### src/rtl/mctx_pkg.sv
package mctx_pkg;

   // Total instruction word width: truth table plus K select/tap fields.
   function automatic int instr_width(int k, int ncand, int depth);
      return (1 << k) + k * ($clog2(ncand) + $clog2(depth));
   endfunction

   // LSB of the select/tap field that belongs to LUT input idx.
   function automatic int field_lsb(int k, int ncand, int depth, int idx);
      return (1 << k) + idx * ($clog2(ncand) + $clog2(depth));
   endfunction

endpackage

### src/rtl/mctx_ctx_seq.sv
module mctx_ctx_seq #(
   parameter int NUM_CTX = 4,
   localparam int CW = $clog2(NUM_CTX)
) (
   input  logic          clk,
   input  logic          rst_n,
   input  logic          run_en,
   output logic [CW-1:0] ctx_q
);

   localparam logic [CW-1:0] LAST = CW'(NUM_CTX - 1);

   always_ff @(posedge clk or negedge rst_n) begin
      if (!rst_n) begin
         ctx_q <= '0;
      end else if (run_en) begin
         ctx_q <= (ctx_q == LAST) ? '0 : ctx_q + 1'b1;
      end
   end

   // the last context is followed by context 0
   assert_ctx_wrap_R2: assert property (@(posedge clk) disable iff (!rst_n)
      (run_en && ctx_q == LAST) |=> (ctx_q == '0));

   // any other context steps up by exactly one
   assert_ctx_step_R2: assert property (@(posedge clk) disable iff (!rst_n)
      (run_en && ctx_q != LAST) |=> (ctx_q == $past(ctx_q) + 1'b1));

   // the counter holds while stopped
   assert_ctx_hold_R2: assert property (@(posedge clk) disable iff (!rst_n)
      !run_en |=> $stable(ctx_q));

endmodule

### src/rtl/mctx_cfg_store.sv
module mctx_cfg_store #(
   parameter int NUM_CTX = 4,
   parameter int IW      = 36,
   localparam int CW     = $clog2(NUM_CTX)
) (
   input  logic          clk,
   input  logic          rst_n,
   input  logic          run_en,
   input  logic          we,
   input  logic [CW-1:0] waddr,
   input  logic [IW-1:0] wdata,
   input  logic [CW-1:0] raddr,
   output logic [IW-1:0] rdata
);

   logic [NUM_CTX-1:0][IW-1:0] mem_q;

   always_ff @(posedge clk or negedge rst_n) begin
      if (!rst_n) begin
         mem_q <= '0;
      end else if (we && !run_en && (int'(waddr) < NUM_CTX)) begin
         mem_q[waddr] <= wdata;
      end
   end

   assign rdata = mem_q[raddr];

   // nothing in the store changes while contexts are stepping
   assert_store_frozen_R3: assert property (@(posedge clk) disable iff (!rst_n)
      run_en |=> $stable(mem_q));

endmodule

### src/rtl/mctx_in_retime.sv
module mctx_in_retime #(
   parameter int NUM_CAND = 8,
   parameter int RT_DEPTH = 4,
   parameter int LUT_K    = 4,
   localparam int SW      = $clog2(NUM_CAND),
   localparam int TW      = $clog2(RT_DEPTH)
) (
   input  logic                  clk,
   input  logic                  rst_n,
   input  logic                  run_en,
   input  logic [NUM_CAND-1:0]   cand_vec,
   input  logic [LUT_K*SW-1:0]   sel_flat,
   input  logic [LUT_K*TW-1:0]   tap_flat,
   output logic [LUT_K-1:0]      lut_in
);

   // hist_q[j] holds the candidate vector from j+1 running cycles ago
   logic [RT_DEPTH-2:0][NUM_CAND-1:0] hist_q;
   logic [RT_DEPTH-1:0][NUM_CAND-1:0] tapv;

   always_ff @(posedge clk or negedge rst_n) begin
      if (!rst_n) begin
         hist_q <= '0;
      end else if (run_en) begin
         hist_q[0] <= cand_vec;
         for (int j = 1; j < RT_DEPTH - 1; j++) begin
            hist_q[j] <= hist_q[j-1];
         end
      end
   end

   assign tapv[0] = cand_vec;

   generate
      for (genvar j = 1; j < RT_DEPTH; j++) begin : g_tap
         assign tapv[j] = hist_q[j-1];
      end
      for (genvar k = 0; k < LUT_K; k++) begin : g_pick
         logic [SW-1:0] sel_k;
         logic [TW-1:0] tap_k;
         assign sel_k     = sel_flat[k*SW +: SW];
         assign tap_k     = tap_flat[k*TW +: TW];
         assign lut_in[k] = tapv[tap_k][sel_k];
      end
   endgenerate

   // the first history stage captures what tap 0 showed one running cycle ago
   assert_tap_shift_R6: assert property (@(posedge clk) disable iff (!rst_n)
      run_en |=> (hist_q[0] == $past(cand_vec)));

   // history freezes while stopped
   assert_tap_hold_R6: assert property (@(posedge clk) disable iff (!rst_n)
      !run_en |=> $stable(hist_q));

endmodule

### src/rtl/mctx_lut_eval.sv
module mctx_lut_eval #(
   parameter int LUT_K = 4,
   localparam int TTW  = 1 << LUT_K
) (
   input  logic [TTW-1:0]   truth,
   input  logic [LUT_K-1:0] idx,
   output logic             y
);

   assign y = truth[idx];

endmodule

### src/rtl/mctx_lut_block.sv
module mctx_lut_block
   import mctx_pkg::*;
#(
   parameter int NUM_CTX  = 4,
   parameter int LUT_K    = 4,
   parameter int NUM_CAND = 8,
   parameter int RT_DEPTH = 4
) (
   input  logic                                           clk,
   input  logic                                           rst_n,
   input  logic                                           run_en,
   input  logic                                           cfg_we,
   input  logic [$clog2(NUM_CTX)-1:0]                     cfg_addr,
   input  logic [instr_width(LUT_K,NUM_CAND,RT_DEPTH)-1:0] cfg_data,
   input  logic [NUM_CAND-2:0]                            cand_i,
   output logic [$clog2(NUM_CTX)-1:0]                     ctx_o,
   output logic                                           out_o
);

   localparam int CW  = $clog2(NUM_CTX);
   localparam int SW  = $clog2(NUM_CAND);
   localparam int TW  = $clog2(RT_DEPTH);
   localparam int TTW = 1 << LUT_K;
   localparam int IW  = instr_width(LUT_K, NUM_CAND, RT_DEPTH);

   // elaboration-time parameter checks
   generate
      if (NUM_CTX < 4 || NUM_CTX > 8) begin : g_bad_ctx
         $error("NUM_CTX must lie in 4..8");
      end
      if (LUT_K < 4 || LUT_K > 6) begin : g_bad_k
         $error("LUT_K must lie in 4..6");
      end
      if (NUM_CAND < 2 || (1 << SW) != NUM_CAND) begin : g_bad_cand
         $error("NUM_CAND must be a power of two, at least 2");
      end
      if (RT_DEPTH < 2 || (1 << TW) != RT_DEPTH) begin : g_bad_depth
         $error("RT_DEPTH must be a power of two, at least 2");
      end
   endgenerate

   logic [CW-1:0]         ctx_q;
   logic [IW-1:0]         instr;
   logic [LUT_K*SW-1:0]   sel_flat;
   logic [LUT_K*TW-1:0]   tap_flat;
   logic [NUM_CAND-1:0]   cand_vec;
   logic [LUT_K-1:0]      lut_in;
   logic                  lut_y;
   logic                  out_q;

   // candidate 0 is the registered result itself
   assign cand_vec = {cand_i, out_q};

   generate
      for (genvar k = 0; k < LUT_K; k++) begin : g_dec
         localparam int LSB = field_lsb(LUT_K, NUM_CAND, RT_DEPTH, k);
         assign sel_flat[k*SW +: SW] = instr[LSB +: SW];
         assign tap_flat[k*TW +: TW] = instr[LSB + SW +: TW];
      end
   endgenerate

   mctx_ctx_seq #(.NUM_CTX(NUM_CTX)) u_seq (
      .clk    (clk),
      .rst_n  (rst_n),
      .run_en (run_en),
      .ctx_q  (ctx_q)
   );

   mctx_cfg_store #(.NUM_CTX(NUM_CTX), .IW(IW)) u_store (
      .clk    (clk),
      .rst_n  (rst_n),
      .run_en (run_en),
      .we     (cfg_we),
      .waddr  (cfg_addr),
      .wdata  (cfg_data),
      .raddr  (ctx_q),
      .rdata  (instr)
   );

   mctx_in_retime #(.NUM_CAND(NUM_CAND), .RT_DEPTH(RT_DEPTH), .LUT_K(LUT_K)) u_rt (
      .clk      (clk),
      .rst_n    (rst_n),
      .run_en   (run_en),
      .cand_vec (cand_vec),
      .sel_flat (sel_flat),
      .tap_flat (tap_flat),
      .lut_in   (lut_in)
   );

   mctx_lut_eval #(.LUT_K(LUT_K)) u_lut (
      .truth (instr[TTW-1:0]),
      .idx   (lut_in),
      .y     (lut_y)
   );

   always_ff @(posedge clk or negedge rst_n) begin
      if (!rst_n) begin
         out_q <= 1'b0;
      end else if (run_en) begin
         out_q <= lut_y;
      end
   end

   assign ctx_o = ctx_q;
   assign out_o = out_q;

   // the registered result does not move while stopped
   assert_out_hold_R7: assert property (@(posedge clk) disable iff (!rst_n)
      !run_en |=> $stable(out_o));

endmodule

### config.mk
export PLATFORM = sky130hd
export DESIGN_NAME = mctx_lut_block
export DESIGN_NICKNAME = d
export VERILOG_FILES = /design/src/rtl/mctx_pkg.sv /design/src/rtl/mctx_ctx_seq.sv /design/src/rtl/mctx_cfg_store.sv /design/src/rtl/mctx_in_retime.sv /design/src/rtl/mctx_lut_eval.sv /design/src/rtl/mctx_lut_block.sv
export SDC_FILE = /design/constraint.sdc
export NUM_CORES = 1
export LEC_CHECK = 0
export BUFFER_PORTS_ARGS = -buffer_cell sky130_fd_sc_hd__buf_2
export CORE_ASPECT_RATIO = 1.25
export CORE_UTILIZATION = 40
export DETAILED_ROUTE_END_ITERATION = 8
export GPL_TIMING_DRIVEN = 0
export SLEW_MARGIN = 20
export SYNTH_ARGS = -nofsm -noshare
export SYNTH_HDL_FRONTEND = slang
export SYNTH_SLANG_ARGS = --single-unit
### constraint.sdc
create_clock -name clk -period 6.13 [get_ports clk]
set_input_delay 1.226 -clock clk [delete_from_list [all_inputs] [get_ports clk]]
set_output_delay 1.226 -clock clk [all_outputs]
set_load 0.01 [all_outputs]
# == Yosys cells after proc, flatten, opt, wreduce, memory -nomap -nowiden ==
# Cells that the tools add are included.
# op_classes
n_addsub,1
magnitude_cmp,12
eq_ne,1
n_mux,24
reduce_logical,3
# op_table
cell,n
bitwise mux 144 bit,1
binary-select mux 36 bit (select 2 bit),1
demux 36 bit (select 2 bit),1
two-way mux 36 bit,2
binary-select mux 8 bit (select 2 bit),4
two-way mux 8 bit,4
"< comparator 2 x 3 -> 1 bit, second input constant",6
"< comparator 3 x 4 -> 1 bit, second input constant",4
binary-select mux 1 bit (select 3 bit),4
"< comparator 4 x 5 -> 1 bit, second input constant",1
two-way mux 1 bit,5
binary-select mux 1 bit (select 4 bit),1
"adder 2 x 1 -> 2 bit, second input constant",1
"equality test 2 bit, second input constant",1
"greater-or-equal comparator 2 x 1 -> 1 bit, second input constant",1
logical AND 1 bit,2
two-way mux 2 bit,1
zero test 1 bit,1
# totals
reg_bits,171
in_bits,49
output_inout_bits,3
elab_cells,50

# == Longest topological paths before layout ==
# depth
depth_word,8
mapped_depth,12

# == By module ==
# From an unflattened synthesis, not the netlist that was laid out.
# unflattened
hier_cells,580
area_unflattened_um2,8700.8
# by_module_without_submodules
mod,instances,cells_per_inst,area_per_inst_um2,seq_area_each_um2
mctx_cfg_store,1,350,6251.0,3603.5
mctx_in_retime,1,215,2185.8,600.6
mctx_lut_eval,1,7,135.1,0.0
mctx_ctx_seq,1,6,88.8,50.0
mctx_lut_block,1,2,40.0,25.0

# == Worst setup path before layout ==
# Ideal clock, no wire load.
# synth_path
path_type,in2reg
from,input run_en
to,register u_store.mem_q[10] (netlist bit)
setup_ps,125
t_arrival_ps,3098
setup_slack_ps,2907
stages,4
path_cell_list,clkdlybuf4s50_2 nor4b_2 clkbuf_1 mux2_2
# synth_via
elab_chain_cells,2
# synth_lines
item,line_no,text
"start, declared",mctx_lut_block.sv:11,"input logic run_en,"
zero test 1 bit,mctx_cfg_store.sv:21,end else if (we && !run_en && (int'(waddr) < NUM_CTX)) begin
logical AND 1 bit,mctx_cfg_store.sv:21,
"end signal, assigned by index",mctx_cfg_store.sv:22,mem_q[waddr] <= wdata;
"end, declared",mctx_cfg_store.sv:16,logic [NUM_CTX-1:0][IW-1:0] mem_q;
# Every way passes these cells.
# A chain may end at the register's enable or synchronous reset.

# == Worst setup path after layout ==
# layout_path
from,register u_seq.ctx_q[0]
to,register out_q (netlist: out_o)
# layout_via
elab_chain_cells,8
word_cells_on_any_way,20
cone_classes,mux: 20
# layout_lines
item,line_no,text
"start, declared",mctx_ctx_seq.sv:8,output logic [CW-1:0] ctx_q
"start signal, assigned",mctx_ctx_seq.sv:17,ctx_q <= (ctx_q == LAST) ? '0 : ctx_q + 1'b1;
binary-select mux 36 bit (select 2 bit) (*),mctx_cfg_store.sv:26,assign rdata = mem_q[raddr];
two-way mux 36 bit (implied by the code) (*),mctx_cfg_store.sv:26,
binary-select mux 8 bit (select 2 bit),mctx_in_retime.sv:43,assign lut_in[k] = tapv[tap_k][sel_k];
two-way mux 8 bit (implied by the code),mctx_in_retime.sv:43,
binary-select mux 1 bit (select 3 bit),mctx_in_retime.sv:43,
two-way mux 1 bit (implied by the code),mctx_in_retime.sv:43,
binary-select mux 1 bit (select 4 bit) (*),mctx_lut_eval.sv:10,assign y = truth[idx];
two-way mux 1 bit (implied by the code) (*),mctx_lut_eval.sv:10,
"end signal, assigned",mctx_lut_block.sv:100,out_q <= lut_y;
"end, declared",mctx_lut_block.sv:49,logic out_q;
# Every way passes the cells marked *; elsewhere a longest branch is shown, timed or not. The select of a mux whose other input is x is not followed.

==> summary.txt <==
Run status
  • Outcome: finished, final reports clean

Clock network
  • Postcts setup bufs: 0
  • CTS tree: yes
  • Clock sinks: 171
  • Clk_lat worst skew: 0.42 ns
  • Clock Tree Root: clkbuf_16
  • Clock transition at the registers of the reported paths: 0.06 ns
  • Post_cts resized: 0
  • Num CTS Buffers: 17
  • CTS max path bufs: 2
  • # hold bufs at CTS: 0
  • H-tree level count: 4

Die
  • Die height: 166.5 microns
  • Ports: 52
  • Initial core utilization: 41.14%
  • Cell Rows: 59
  • Core ar.: 21,040 sq um
  • Die ar.: 22,230 sq um
  • Die W: 133.6 microns

STA
  • Slew Viols, Final: 0
  • Final worst setup slack: ~2.7 ns
  • F_max: ~290 MHz
  • Minimum clock period: 3.427 ns
  • Final hold vios: 0
  • Worst slew pin tran: 0.8226 ns
  • Final setup skew: 0.007703 ns
  • Final setup violation count: 0
  • Slew margin rel.: 45.16%
  • RSZ-0062 raised after global routing: false
  • Final setup TNS: 0 ns
  • Tcrit/Tclk final: a little under three fifths

Synthesis
  • Netlist Area Pre-Place: 8655 sq um
  • FF+latch count, synth: 171
  • Yosys cell types: 38
  • Synth area leaders: dfrtp_1, mux2_2, mux4_2
  • Post-synthesis sequential area ratio: between 40% and 50%
  • Syn nets: 597
  • Synth cell count leaders: mux2_2, dfrtp_1, mux2i_1, mux4_2, clkbuf_1
  • Number of synthesized flops with an enable pin: 0
  • YS warnings: 0
  • Syn Inst Count: 547
  • Post-synthesis area per instance: 15.82 sq um
  • Largest area contributor in the netlist: dfrtp_1
  • Most numerous cell in the Yosys netlist: mux2_2
  • Post-synth top area share: 49.44%
  • Main flop type after synthesis: dfrtp_1
  • Synth async-reset ratio: 100.0%

Placement
  • Placed wire-length estimate: approximately 14 mm
  • Pre-CTS setup slack: 2.333 ns
  • # port buffers: 50
  • Routability cong.: slightly above 0.9
  • Placed cells: between 800 and 900

Power
  • Logic gate share of total power: a little over two fifths
  • Clock power frac: 24.2%
  • Net Switching: 1.639 mW
  • Sw Share: 33.82%
  • Internal: around 3.2 mW
  • Leak: 4.194 nW
  • Cell Pwr Density: roughly 490 nW/um^2
  • Part of the power in registers: 32.0%
  • Peak VDD IR: approximately 0.00023 V

Layout
  • Area Growth Syn to Fin: 14.85%
  • Ratio of cells with drive above 1 in the final layout: between 50% and 60%
  • Layout net count: 667
  • Non-Filler Instances: a little over 900
  • Fill count: 1,856

Global routing
  • Maximum number of pins on one net before global-route repair: 107
  • Initial antenna violation count: 1
  • Gr usage total: a little under a fifth
  • Vias in the first global route: 5,666
  • Global-route wire length before repair: 31.96 mm
  • GRT overflow: 0

Detailed routing
  • Drt initial violations: about 280
  • Via count: 5,054
  • DR pass1 iterations: 4
  • Routed Antenna Nets: 0
  • Wirelength per Cell: between 20 and 25 microns
  • Number of remaining DRC errors: 0
  • Avg Vias per Cell: 5.585
  • Drt total wl: 19.52 mm

Worst setup path
  • Most used cell, CP: mux2i_1
  • Worst endpoint data arrival time: 3.71 ns
  • Max stage delay cell, worst path: mux4_1
  • CP max stage delay: 0.70 ns
  • Crit path cell chain: buf_6, mux4_1, buf_2, mux2i_1, a22oi_1, nand4b_1, nand4_2, mux2i_1, mux2i_1, o32ai_1, a311oi_1
  • R2R Path Start: u_seq.ctx_q[0]$_DFFE_PN0P_
  • Critical path required time: 6.41 ns
  • Crit path buf inv count: 2
  • Startpoint Class: flip-flop
  • Top delay family on crit path: multiplexers
  • Crit Path Max Fanout: 10
  • Crit Path Class: flip-flop to flip-flop
  • Worst setup startpoint: u_seq.ctx_q[0]$_DFFE_PN0P_
  • CP Capture Type: flip-flop

Min path
  • HP Start: u_store.mem_q[111]$_DFFE_PN0P_
  • Worst hold path class: flip-flop to flip-flop

Run
  • Max Cap Viol: 0
## power by group through the flow
| stage | sequential [mW] | clock, mW | combinational (mW) |
|---|---|---|---|
| 2_1_floorplan | 1.51 | 0 | 1.66 |
| 3_3_place_gp | 1.54 | 0 | 2.11 |
| 3_5_place_dp | 1.57 | 0 | 2.15 |
| 4_1_cts | 1.55 | 1.20 | 2.16 |
| 5_1_grt | 1.58 | 1.24 | 2.29 |
| 6_report | 1.55 | 1.17 | 2.12 |
## worst paths after layout
check	endpoint	slack, ns	depth (start not counted)
setup / recovery	out_o$_DFFE_PN0P_	2.70	11
hold / removal	u_store.mem_q[111]$_DFFE_PN0P_	0.50	1
setup reg to reg	out_o$_DFFE_PN0P_	2.70	11
hold reg to reg	u_store.mem_q[111]$_DFFE_PN0P_	0.50	1
max in group asynchronous	u_store.mem_q[112]$_DFFE_PN0P_	4.52	2
min in group asynchronous	u_rt.hist_q[7]$_DFFE_PN0P_	0.72	1
## metal layers
layer  global-route usage (%)  wire length [microns]  vias up
met1                    23.10                   8259     2684
li1                         -                      -     2257
met4                    5.781                    323        0
met3                    3.896                    647       23
met5                        0                      0        -
met2                    33.47                  10290       90
## worst register-to-register path: stages, from the launching register on
cell      delay [ns]
dfrtp_1         0.45
buf_6           0.23
mux4_1          0.71
buf_2           0.26
mux2i_1         0.18
a22oi_1         0.09
nand4b_1        0.12
nand4_2         0.40
mux2i_1         0.36
mux2i_1         0.12
o32ai_1         0.30
a311oi_1        0.07
## area by class of cell
class / count / area [sq um] / area share [%]
Tap cell: 274 / 342.8 / 3.449
Sequential cell: 171 / 4279 / 43.05
Buffer: 33 / 246.5 / 2.480
Clock inverter: 14 / 203.9 / 2.052
Timing Repair Buffer: 51 / 287.8 / 2.895
Multi-Input combinational cell: 343 / 4138 / 41.63
Clock buffer: 18 / 439.2 / 4.418
Antenna cell: 1 / 2.502 / 0.02518
## cell families (layout without fill, tap and decap cells)
kind of cell	Yosys count	count (layout)	synth area share (%)
AO/OA/AOI/OAI	20	20	1.619
other	0	1	0
buffers and inverters	33	116	2.848
multiplexers	280	280	42.87
adder cells (fa/ha/maj)	1	1	0.1445
AND/OR/NAND/NOR	42	42	3.079
flip-flops	171	171	49.44
## through the flow
stage	utilization, %	hold slack (ns)	power, mW	cell area [sq um]
after CTS	47.23	0.5058	4.908	9937
after global routing	47.23	0.5140	5.115	9937
after detailed placement	44.17	0.4901	3.724	9294
after floorplan	-	0.4709	3.163	8655
after global placement	43.95	0.4811	3.651	9248
final	47.24	0.5003	4.845	9940
## layout by cell type (no fill, tap or decap), types with 2 or more instances in the layout
master | synthesis | routed
mux2_2 | 173 | 173
dfrtp_1 | 171 | 171
mux2i_1 | 56 | 56
buf_2 | 3 | 52
mux4_2 | 36 | 36
clkbuf_16 | 0 | 17
clkbuf_1 | 13 | 13
mux4_1 | 12 | 12
nand2_1 | 10 | 10
a22oi_1 | 9 | 9
clkbuf_8 | 5 | 6
nor2_1 | 6 | 6
a21oi_1 | 6 | 6
nor2b_1 | 5 | 5
inv_6 | 0 | 5
nand4b_1 | 4 | 4
buf_1 | 4 | 4
buf_6 | 4 | 4
bufinv_16 | 0 | 4
mux4_4 | 3 | 3
nand3_1 | 3 | 3
nand4_1 | 3 | 3
nor4bb_1 | 2 | 2
buf_8 | 1 | 2
nor2b_2 | 2 | 2
clkinv_2 | 0 | 2
inv_8 | 0 | 2
## state kept, by name, summed over array words and instances, names as in the netlist
register	flops
u_store.mem_q	144
u_rt.hist_q	24
u_seq.ctx_q	2
out_o	1
Power figures use the tool's default switching activity.
